==> config.mk <==
export PLATFORM = sky130hd
export DESIGN_NAME = leg_gate_guard
export DESIGN_NICKNAME = d
export VERILOG_FILES = /design/src/rtl/gate_pkg.sv /design/src/rtl/gate_sync.sv /design/src/rtl/leg_arbiter.sv /design/src/rtl/gate_datapath.sv /design/src/rtl/leg_gate_guard.sv
export SDC_FILE = /design/constraint.sdc
export NUM_CORES = 1
export LEC_CHECK = 0
export BUFFER_PORTS_ARGS = -buffer_cell sky130_fd_sc_hd__buf_4
export CAP_MARGIN = 20
export CORE_ASPECT_RATIO = 1.4
export CORE_MARGIN = 2
export CORE_UTILIZATION = 55
export CTS_BUF_LIST = sky130_fd_sc_hd__clkbuf_4
export DETAILED_ROUTE_END_ITERATION = 10
export MAX_ROUTING_LAYER = met4
export PLACE_DENSITY = 0.77
export REMOVE_ABC_BUFFERS = 1
export SLEW_MARGIN = 20
export SYNTH_ARGS = -nofsm -noshare
export SYNTH_HDL_FRONTEND = slang
export SYNTH_HIERARCHICAL = 1
export SYNTH_SLANG_ARGS = --single-unit
==> constraint.sdc <==
create_clock -name clk -period 1.7 [get_ports clk]
set_input_delay 0.085 -clock clk [delete_from_list [all_inputs] [get_ports clk]]
set_output_delay 0.085 -clock clk [all_outputs]
set_load 0.03 [all_outputs]
==> src/rtl/gate_pkg.sv <==
package gate_pkg;

  typedef enum logic [1:0] {
    OWN_NONE = 2'd0,
    OWN_HI   = 2'd1,
    OWN_LO   = 2'd2,
    OWN_TIE  = 2'd3
  } own_e;

  // per-leg strobes from control to datapath
  typedef struct packed {
    logic grantHi;
    logic grantLo;
  } legStrobe_t;

  // cycles of deadtime, rounded up, never below one
  function automatic int deadCycles(input int ns, input int mhz);
    int c;
    c = (ns * mhz + 999) / 1000;
    return (c < 1) ? 1 : c;
  endfunction

endpackage

==> src/rtl/gate_sync.sv <==
module gate_sync #(
  parameter int WIDTH  = 3,
  parameter int STAGES = 2
) (
  input  logic             clk,
  input  logic             rstN,
  input  logic [WIDTH-1:0] din,
  output logic [WIDTH-1:0] dout
);

  logic [WIDTH-1:0] stg [STAGES];

  always_ff @(posedge clk or negedge rstN) begin
    if (!rstN) begin
      for (int k = 0; k < STAGES; k++) stg[k] <= '0;
    end else begin
      stg[0] <= din;
      for (int k = 1; k < STAGES; k++) stg[k] <= stg[k-1];
    end
  end

  assign dout = stg[STAGES-1];

endmodule

==> src/rtl/leg_arbiter.sv <==
module leg_arbiter
  import gate_pkg::*;
#(
  parameter int NUM_LEGS = 3
) (
  input  logic                      clk,
  input  logic                      rstN,
  input  logic [NUM_LEGS-1:0]       reqHiSync,
  input  logic [NUM_LEGS-1:0]       reqLoSync,
  output legStrobe_t [NUM_LEGS-1:0] strobes
);

  for (genvar g = 0; g < NUM_LEGS; g++) begin : gLeg
    own_e ownQ, ownNext;
    logic h, l;

    assign h = reqHiSync[g];
    assign l = reqLoSync[g];

    // first-come ownership; a same-cycle arrival parks in OWN_TIE
    always_comb begin
      ownNext = ownQ;
      unique case (ownQ)
        OWN_HI: begin
          if (!h) ownNext = l ? OWN_LO : OWN_NONE;
        end
        OWN_LO: begin
          if (!l) ownNext = h ? OWN_HI : OWN_NONE;
        end
        default: begin
          if (h && l)  ownNext = OWN_TIE;
          else if (h)  ownNext = OWN_HI;
          else if (l)  ownNext = OWN_LO;
          else         ownNext = OWN_NONE;
        end
      endcase
    end

    always_ff @(posedge clk or negedge rstN) begin
      if (!rstN) ownQ <= OWN_NONE;
      else       ownQ <= ownNext;
    end

    assign strobes[g].grantHi = (ownNext == OWN_HI);
    assign strobes[g].grantLo = (ownNext == OWN_LO);
  end

endmodule

==> src/rtl/gate_datapath.sv <==
module gate_datapath
  import gate_pkg::*;
#(
  parameter int NUM_LEGS    = 3,
  parameter int SYNC_STAGES = 2,
  parameter int DEAD_CYC    = 19
) (
  input  logic                      clk,
  input  logic                      rstN,
  input  logic [NUM_LEGS-1:0]       pwmHiReq,
  input  logic [NUM_LEGS-1:0]       pwmLoReq,
  input  logic                      killAll,
  input  legStrobe_t [NUM_LEGS-1:0] strobes,
  output logic [NUM_LEGS-1:0]       reqHiSync,
  output logic [NUM_LEGS-1:0]       reqLoSync,
  output logic [NUM_LEGS-1:0]       gateHi,
  output logic [NUM_LEGS-1:0]       gateLo
);

  localparam int CNT_W = $clog2(DEAD_CYC + 1);
  // reload one short so the off gap is exactly DEAD_CYC cycles
  localparam logic [CNT_W-1:0] RELOAD = CNT_W'(DEAD_CYC - 1);

  gate_sync #(.WIDTH(NUM_LEGS), .STAGES(SYNC_STAGES)) uSyncHi (
    .clk(clk), .rstN(rstN), .din(pwmHiReq), .dout(reqHiSync)
  );

  gate_sync #(.WIDTH(NUM_LEGS), .STAGES(SYNC_STAGES)) uSyncLo (
    .clk(clk), .rstN(rstN), .din(pwmLoReq), .dout(reqLoSync)
  );

  for (genvar g = 0; g < NUM_LEGS; g++) begin : gLeg
    logic [CNT_W-1:0] deadCnt;
    logic hiQ, loQ;
    logic wantHi, wantLo, hiDrop, loDrop, legFree;

    assign wantHi  = strobes[g].grantHi & ~killAll;
    assign wantLo  = strobes[g].grantLo & ~killAll;
    assign hiDrop  = hiQ & ~wantHi;
    assign loDrop  = loQ & ~wantLo;
    assign legFree = ~hiQ & ~loQ & (deadCnt == '0);

    always_ff @(posedge clk or negedge rstN) begin
      if (!rstN) begin
        hiQ     <= 1'b0;
        loQ     <= 1'b0;
        deadCnt <= RELOAD;
      end else begin
        if (hiDrop || loDrop)     deadCnt <= RELOAD;
        else if (deadCnt != '0)   deadCnt <= deadCnt - CNT_W'(1);

        if (hiDrop)                         hiQ <= 1'b0;
        else if (legFree && wantHi && !wantLo) hiQ <= 1'b1;

        if (loDrop)                         loQ <= 1'b0;
        else if (legFree && wantLo && !wantHi) loQ <= 1'b1;
      end
    end

    assign gateHi[g] = hiQ;
    assign gateLo[g] = loQ;
  end

endmodule

==> src/rtl/leg_gate_guard.sv <==
module leg_gate_guard
  import gate_pkg::*;
#(
  parameter int NUM_LEGS    = 3,
  parameter int CLK_MHZ     = 50,
  parameter int DEAD_NS     = 380,
  parameter int SYNC_STAGES = 2
) (
  input  logic                clk,
  input  logic                rstN,
  input  logic [NUM_LEGS-1:0] pwmHiReq,
  input  logic [NUM_LEGS-1:0] pwmLoReq,
  input  logic                killAll,
  output logic [NUM_LEGS-1:0] gateHi,
  output logic [NUM_LEGS-1:0] gateLo
);

  localparam int DEAD_CYC = deadCycles(DEAD_NS, CLK_MHZ);

  logic [NUM_LEGS-1:0]       reqHiSync, reqLoSync;
  legStrobe_t [NUM_LEGS-1:0] strobes;

  leg_arbiter #(.NUM_LEGS(NUM_LEGS)) uCtrl (
    .clk(clk), .rstN(rstN),
    .reqHiSync(reqHiSync), .reqLoSync(reqLoSync),
    .strobes(strobes)
  );

  gate_datapath #(
    .NUM_LEGS(NUM_LEGS), .SYNC_STAGES(SYNC_STAGES), .DEAD_CYC(DEAD_CYC)
  ) uData (
    .clk(clk), .rstN(rstN),
    .pwmHiReq(pwmHiReq), .pwmLoReq(pwmLoReq), .killAll(killAll),
    .strobes(strobes),
    .reqHiSync(reqHiSync), .reqLoSync(reqLoSync),
    .gateHi(gateHi), .gateLo(gateLo)
  );

endmodule

==> results of run 1 <==
-- sequential cells by signal, indices dropped and copies added, names as in the netlist --
signal / count
uData/gLeg.loQ: 3
uData/uSyncLo/dout: 3
uCtrl/gLeg.ownQ: 6
uData/uSyncHi/dout: 3
uData/gLeg.deadCnt: 15
uData/uSyncHi/stg: 3
uData/gLeg.hiQ: 3
uData/uSyncLo/stg: 3
-- power groups by stage --
stage / registers [uW] / clock network, uW / logic (uW)
after floorplan: 1480 / 0 / 1270
final: 1550 / 472 / 2790
after global routing: 1580 / 521 / 3040
after CTS: 1520 / 473 / 2480
after detailed placement: 1510 / 0 / 1770
after global placement: 1490 / 0 / 1630
-- logic make-up after synthesis --
group           count (synthesis)  share of synthesized area [%]
compound gates                 38                           12.9
xor+xnor                        3                           1.32
fa+ha+maj                       9                           5.67
buf+inv                        35                           8.89
flops                          39                           49.6
simple gates                   65                           21.7
-- metal layers --
metal / vias up / share of wire [%]
met5: - / 0
met3: 7 / 2.7
met1: 744 / 39
met4: 0 / 1.6
met2: 26 / 57
li1: 706 / -
-- per-stage QoR --
step / setup WS, ns / area [um2]
global route: -0.202 / 2670
detailed placement: -0.258 / 2120
finish: -0.111 / 2670
global placement: -0.167 / 2120
CTS: -0.0953 / 2540
floorplan: -0.119 / 1890
-- final timing paths --
check	end	slack, ns	start
max	uData/gLeg[0].deadCnt[1]	-0.11	uCtrl/gLeg[0].ownQ[0]
min reg2reg	uData/uSyncHi/dout[2]	0.36	uData/uSyncHi/stg[5]
max in group asynchronous	uData/gLeg[1].deadCnt[4]	1.12	rstN
min in group clk	uData/uSyncHi/dout[2]	0.36	uData/uSyncHi/stg[5]
min	uData/uSyncHi/dout[0]	0.20	rstN
max reg2reg	uData/gLeg[0].deadCnt[1]	-0.11	uCtrl/gLeg[0].ownQ[0]
-- cell type report --
type / count / area, um2
clock inverters: 3 / 15.0
flip-flops and latches: 39 / 985
multi-input cells: 115 / 1120
well taps: 40 / 50.0
repair buffers: 44 / 380
fillers: 210 / 736
clock buffers: 5 / 37.5
inverters: 22 / 82.6
-- layout by cell type, fill, tap and decap left out, types with 4 or more instances in the layout --
cell type,n
a21oi_1,5
nand2b_1,8
ha_4,5
nor2_1,9
nor2b_1,4
nor2_2,4
dfrtp_1,32
a21oi_2,7
nand3b_1,5
clkbuf_4,5
dlygate4sd3_1,8
dfstp_2,6
buf_6,8
inv_2,7
o21ai_0,5
nor3b_2,5
o21ai_2,7
inv_1,15
buf_4,28
nor2b_4,8
-- critical path: cells and delay by family, from the launching register on --
family	cells	cell delay (ns)
AO/OA/AOI/OAI	4	0.59
adder cells (fa/ha/maj)	1	0.28
buffers and inverters	2	0.21
flip-flops	1	0.40
AND/OR/NAND/NOR	2	0.27
-- timing repair --
action                                  CTS  global route
hold buffers                              8             0
buffers inserted                          8             4
hold endpoints to repair                 45             0
pin swaps                                26            21
endpoints found under the setup margin   21            21
gates resized for setup                  55            24
==> results.txt, run 1 <==
The flow ran to the end, but the final reports show violations. The checks that failed: negative setup slack. The tools report the effective utilization at floorplan as 58.2%. The post-layout utilization of the core is 78.4%, and the combined global-route utilization of all metal layers is 23.6%.

The design draws 4810 uW. The total core area was 0.00341 mm2. The required time of the critical path is 1.98 ns.

The internal power is 2930 uW. The logs give 1.33 mV for the peak supply drop and 189 for the instance count of the mapped netlist. Summed over all failing endpoints, the final setup total negative slack is -0.941 ns. For this run, design rule violations remaining after detail routing come to 0. The final critical path time including I/O delays and setup was 1.81 ns. The clock-pin slew on the worst setup and hold paths was 0.12 ns. The class of the worst hold path was in -> async. The tools report the reported net switching power as 1880 uW.

In this run the tightest slew margin relative to its limit is 68.4%. Leading cell type by number of instances after synthesis: dfrtp_1. The synthesized design contains 0 enable-type register cells.

Summing over every cut layer, the via total after detailed routing is 1483. Worst hold slack: 0.203 ns. The logs give 5.56% for the met3 capacity usage during global routing and 49.6% for the sequential element share of the synthesized area. The share of post-route cells with drive strength above 1 is 47.8%.

The part of the total power dissipated in the clock network was 9.8%. STA classifies the critical path endpoint as a register. The number of cells in the finished layout apart from fillers was 268. Max-cap violations in this run came to 0.

H-tree depth: 2. The tools report the initial antenna violation count as 0. The die is 54.8 um wide. After detailed routing, the average wire length per cell comes to 15.5 um. In this run, the combinational gates consume 58.0% of the power.

The routed design has 4150 um of wire. Row generation in the floorplan step produced 25 rows. The count of clock tree sinks was 39.

The most used flip-flop cell after synthesis is dfrtp_1. For this run, the post-layout net count is 245. The number of cells on the worst reg-to-reg path is 9.

The global-route met2 utilization came out at 43.1%. The number of clock buffers added by TritonCTS is 5. On the final layout, the worst clock skew is 0.0104 ns. The clock passes through at most 2 buffers.

Setup repair after global routing could not meet its margin everywhere. The number of different library cells used by synthesis comes to 28. Global routing usage on met1: 23.4%. Including well taps, the total number of placed cells is 240. The worst-case setup margin in the final layout was -0.111 ns. The async set-reset flop share out of synthesis was 100%. Measured along the y axis, the die boundary spans 75.1 um. The critical path is of the reg -> reg type. For the static leakage, the log shows 0.00117 uW. The cell sitting at the root of the clock tree is a clkbuf_4. The largest area contributor in the netlist is dfrtp_1. Number of global-route vias before repair: 1501. Data on the critical path arrives at its endpoint at 2.09 ns.

Summed over all nets, the half-perimeter wirelength after detailed placement is 2470 um. The run gives 6 as the count of synthesis-stage warnings from yosys. The final critical path takes up 107% of the cycle.

The commonest cells after synthesis are dfrtp_1 (33), inv_1 (22), nor2_1 (15). The logs give 36 for the number of DRC violations after detailed-routing iteration 0 and 4 for the number of search-and-repair iterations in the first detailed-routing pass. The logs give 18 for the number of setup violations in the final report and 0.00411 mm2 for the die footprint.

In this run the power density over the cells is 1800 mW/mm2. The hold violation count in the final report came out at 0. The average instance area after synthesis came out at 10.5 um2. The worst setup path is launched from a register. Entering global routing, the biggest net connects 40 pins.

The run gives 552 MHz as the maximum operating frequency. In this run switching power makes up 39.1% of total power. Of all nets on the critical path, the largest fanout is 5.

For the total congestion overflow, the log shows 0. The critical path goes through inv_2 -> ha_4 -> nand3b_1 -> o21ai_2 -> o2bb2ai_2 -> buf_4 -> nor2b_4 -> o221ai_4 -> a211o_1. Counting flops and latches in the post-synthesis netlist gives 39. The remaining antenna violation count after routing was 0. Relative to the synthesized area, the layout overhead comes to 34.7%. By area the synthesized netlist is led by dfrtp_1 (42%), dfstp_2 (7.9%), ha_1 (5.7%). At the pin with the least slew margin, the transition time is 0.475 ns. The count of buffers added on input and output ports is 14.

The top-level I/O count was 15; the max-slew violation count was 0. The proportion of netlist area held by the largest area contributor came out at 41.6%. Highest-utilization routing layer at the global route stage: met2. The clock reaches the later pin of the worst-skew pair after 0.35 ns. The slowest stage of the critical path is the dfrtp_1 cell. The first global-routing pass estimated 6560 um of wire.

The repair_antennas step left the layout with diodes totalling 0. In this run, flip-flops and latches consume 32.2% of the power. TritonCTS built the clock tree. The congestion estimate from routability-driven global placement came to 0.745.

For this run, the slowest stage of the critical path takes 0.40 ns. The total standard cell area after synthesis is 0.00198 mm2. After detailed routing, the number of vias per cell comes to 5.53.
(Power assumes the default switching activity.)
==> run 2, diff against run 1 <==
--- a/config.mk
+++ b/config.mk
@@ -8,7 +8,7 @@
 export BUFFER_PORTS_ARGS = -buffer_cell sky130_fd_sc_hd__buf_4
 export CAP_MARGIN = 20
 export CORE_ASPECT_RATIO = 1.4
-export CORE_MARGIN = 2
+export CORE_MARGIN = 3
 export CORE_UTILIZATION = 55
 export CTS_BUF_LIST = sky130_fd_sc_hd__clkbuf_4
 export DETAILED_ROUTE_END_ITERATION = 10
==> run 2 against run 1 <==
The run still ends with negative setup slack left; maximum frequency decreased by 3.9%; routed wire length increased by 6.6%; critical path depth increased by 2; non-clock buffer count increased by 1; via count increased by 3.7%; sequential share of layout area decreased by 0.24 points; die area increased by 6.4%; utilization increased by 0.62 points; clock power increased by 27%; first-iteration DRC count increased by 94%; cell area increased by 0.80%; critical path type unchanged; critical endpoint is now uData/gLeg[2].loQ.
==> results.txt, run 2 (synthesis gave the netlist of run 1 again) <==
The filler cell count in the final layout is 179 (was 210), and the post-route DRC violation count is 0 (unchanged). The peak supply drop is 1.41 mV (was 1.33 mV). Biggest registers after layout: uData/gLeg.deadCnt: 15 flops, uCtrl/gLeg.ownQ: 6 flops (unchanged). The H-tree depth was 2 (unchanged).

The run gives 4 (unchanged) as the number of search-and-repair iterations in the first detailed-routing pass. For the die footprint, the log shows 0.00437 mm2 (was 0.00411 mm2). The number of setup violations in the final report was 20 (was 18). The tools report the detailed-route via count as 1538 (was 1483).

The final critical path time including I/O delays and setup works out to 1.88 ns (was 1.81 ns). The run gives 4420 um (was 4150 um) as the total detailed-routing wirelength. The logs give 7270 um (was 6560 um) for the wire length of the first global-routing pass and 531 MHz (was 552 MHz) for the maximum operating frequency. The tools report the worst hold slack as 0.248 ns (was 0.203 ns). The combined global-route utilization of all metal layers is 22.0% (was 23.6%), and the die height is 77.1 um (was 75.1 um). Worst-case setup margin in the final layout: -0.183 ns (was -0.111 ns).

The logs give 0.00951 ns (was 0.0104 ns) for the setup clock skew after layout and 0 (unchanged) for the number of antenna diodes. The most common cell after layout, fill and taps aside is dfrtp_1 (unchanged). For the net count reported at finish, the log shows 246 (was 245). The max-slew violation count was 0 (unchanged); the share of post-route cells with drive strength above 1 was 46.3% (was 47.8%).

The horizontal die dimension works out to 56.8 um (was 54.8 um). The worst-path cell with the longest stage delay is dfrtp_2 (was dfrtp_1). The run gives 0 (unchanged) as the remaining antenna violation count after routing. The final period utilization was 111% (was 107%); the number of global-route vias before repair was 1611 (was 1501). The maximum single-stage delay on the critical path came out at 0.43 ns (was 0.40 ns). The class of the worst hold path is in -> async (unchanged).

The combined buffer and inverter count along the critical path works out to 3 (was 2). The hold violation count in the final report came out at 0 (unchanged). Initial antenna violation count: 0 (unchanged). The number of I/O port buffers came out at 14 (unchanged). Counting stages on the worst path, the most repeated cell is buf_4.

Commonest cells after routing, fill and taps aside: dfrtp_1 (31), buf_4 (29), inv_1 (16) (was dfrtp_1 (32), buf_4 (28), inv_1 (15)). The count of clock tree sinks is 39 (unchanged). For the max-cap violation count, the log shows 0 (unchanged).

Power density normalized to cell area: 1840 mW/mm2 (was 1800 mW/mm2). Setup repair after global routing could not meet its margin everywhere. The number of flip-flops under the largest register name is 15 (unchanged). The run gives 0.817 (was 0.745) as the final weighted congestion of routability-driven global placement.

The highest net fanout along the worst path works out to 3 (was 5). The standard-cell row count was 25 (unchanged). The gate family responsible for the most delay along the worst path was flip-flops (was compound AO/OA/AOI/OAI gates). The pin slew with the least headroom to its limit was 0.486 ns (was 0.475 ns). The logic depth of the worst register-to-register path was 11 (was 9); the number of DRC violations after detailed-routing iteration 0 was 70 (was 36). The number of cells on the critical path came out at 11 (was 9). The maximum count of clock buffers along a single path came out at 2 (unchanged).

The flow ran to the end, but the final reports show violations. The category of the worst setup path launch point is a register (unchanged). The element type at the critical path end was a register (unchanged).

For the clock buffer count from CTS, the log shows 5 (unchanged). The clock tree root driver cell was clkbuf_4 (unchanged). Static leakage: 0.00118 uW (was 0.00117 uW). The total congestion overflow is 0 (unchanged), and the growth of design area from synthesis to finish is 35.8% (was 34.7%). The total core area was 0.00341 mm2 (unchanged). For the final HPWL from detailed placement, the log shows 2650 um (was 2470 um). The sum of internal, switching and leakage power is 4970 uW (was 4810 uW). Effective utilization at floorplan: 58.2% (unchanged). Failing checks: negative setup slack (unchanged). The data arrival time of the critical path came out at 2.12 ns (was 2.09 ns). Required time of the critical path: 1.93 ns (was 1.98 ns). The classification of the worst setup path was reg -> reg (unchanged). The most flop-heavy register was uData/gLeg.deadCnt (unchanged).

The setup slack on the worst flop-to-flop path is -0.18 ns (was -0.11 ns), and the final routed wire length divided by cell count is 16.4 um (was 15.5 um). Ordered list of cells on the worst path: buf_4 -> ha_4 -> nor2b_1 -> o21ai_1 -> o21ai_2 -> buf_4 -> nor2b_4 -> buf_4 -> nor2_2 -> a21oi_2 -> nor3b_2 (was inv_2 -> ha_4 -> nand3b_1 -> o21ai_2 -> o2bb2ai_2 -> buf_4 -> nor2b_4 -> o221ai_4 -> a211o_1). TritonCTS built the clock tree. The largest net degree at the start of global routing is 40 (unchanged), and the insertion delay of the later-clocked pin in the worst-skew pair is 0.34 ns (was 0.35 ns). The headroom to the max-slew limit is 67.4% (was 68.4%), and the detail-routed via count per cell is 5.72 (was 5.53).

The clock-pin slew on the worst setup and hold paths was 0.11 ns (was 0.12 ns); the top-level I/O count was 15 (unchanged).
-- run 2: cell types whose count changed in the layout (fill, tap and decap cells not counted), sizes merged --
cell / change
clkinv: -1
bufinv: +1
buf: +1
-- run 2: area by class of cell --
type                       count  area (um2)  share of cell area, %
timing repair buffer          45         388                   14.4
clock inverter                 3        38.8                   1.44
multi-input combinational    115        1110                   41.2
tap                           40        50.0                   1.86
clock buffer                   5        37.5                   1.39
inverter                      22        85.1                   3.16
sequential                    39         986                   36.6
-- run 2: what timing repair did --
item                                    CTS  global route
gates resized for setup                  44            34
endpoints found under the setup margin   21            21
hold buffers                              8             0
endpoints found under the hold margin    45             0
setup buffers                            11             1
pin swaps                                30            22
-- run 2: final timing paths --
kind / from / end
worst max-delay path: uCtrl/gLeg[2].ownQ[0] / uData/gLeg[2].loQ
worst min register to register: uData/uSyncHi/stg[3] / uData/uSyncHi/dout[0]
min in group clk: uData/uSyncHi/stg[3] / uData/uSyncHi/dout[0]
worst min-delay path: rstN / uData/uSyncLo/stg[3]
worst max register to register: uCtrl/gLeg[2].ownQ[0] / uData/gLeg[2].loQ
max in group asynchronous: rstN / uData/gLeg[0].deadCnt[4]
-- run 2: routing by layer --
layer / routed length, um / part of all wire, % / up-vias / global-route usage (%)
met1: 1730 / 39 / 766 / 25.0
met3: 171 / 3.9 / 14 / 4.55
li1: - / - / 712 / -
met2: 2390 / 54 / 46 / 36.9
met4: 137 / 3.1 / 0 / 10.2
met5: 0 / 0 / - / -
-- run 2: per-stage QoR --
step | setup WS, ns | instances | utilization (%) | area (um2) | setup TNS [ns]
floorplan | -0.119 | 176 | - | 1890 | -0.348
global placement | -0.165 | 241 | 62.4 | 2130 | -1.39
detailed placement | -0.298 | 241 | 62.4 | 2130 | -4.28
CTS | -0.122 | 268 | 74.8 | 2550 | -1.12
global route | -0.255 | 269 | 79.0 | 2700 | -3.34
finish | -0.183 | 269 | 79.0 | 2700 | -1.76
-- run 2: where the power goes --
group	internal (uW)	total [uW]	switching, uW
Clock	303	599	296
Combinational	1530	2840	1310
Sequential	1250	1530	283
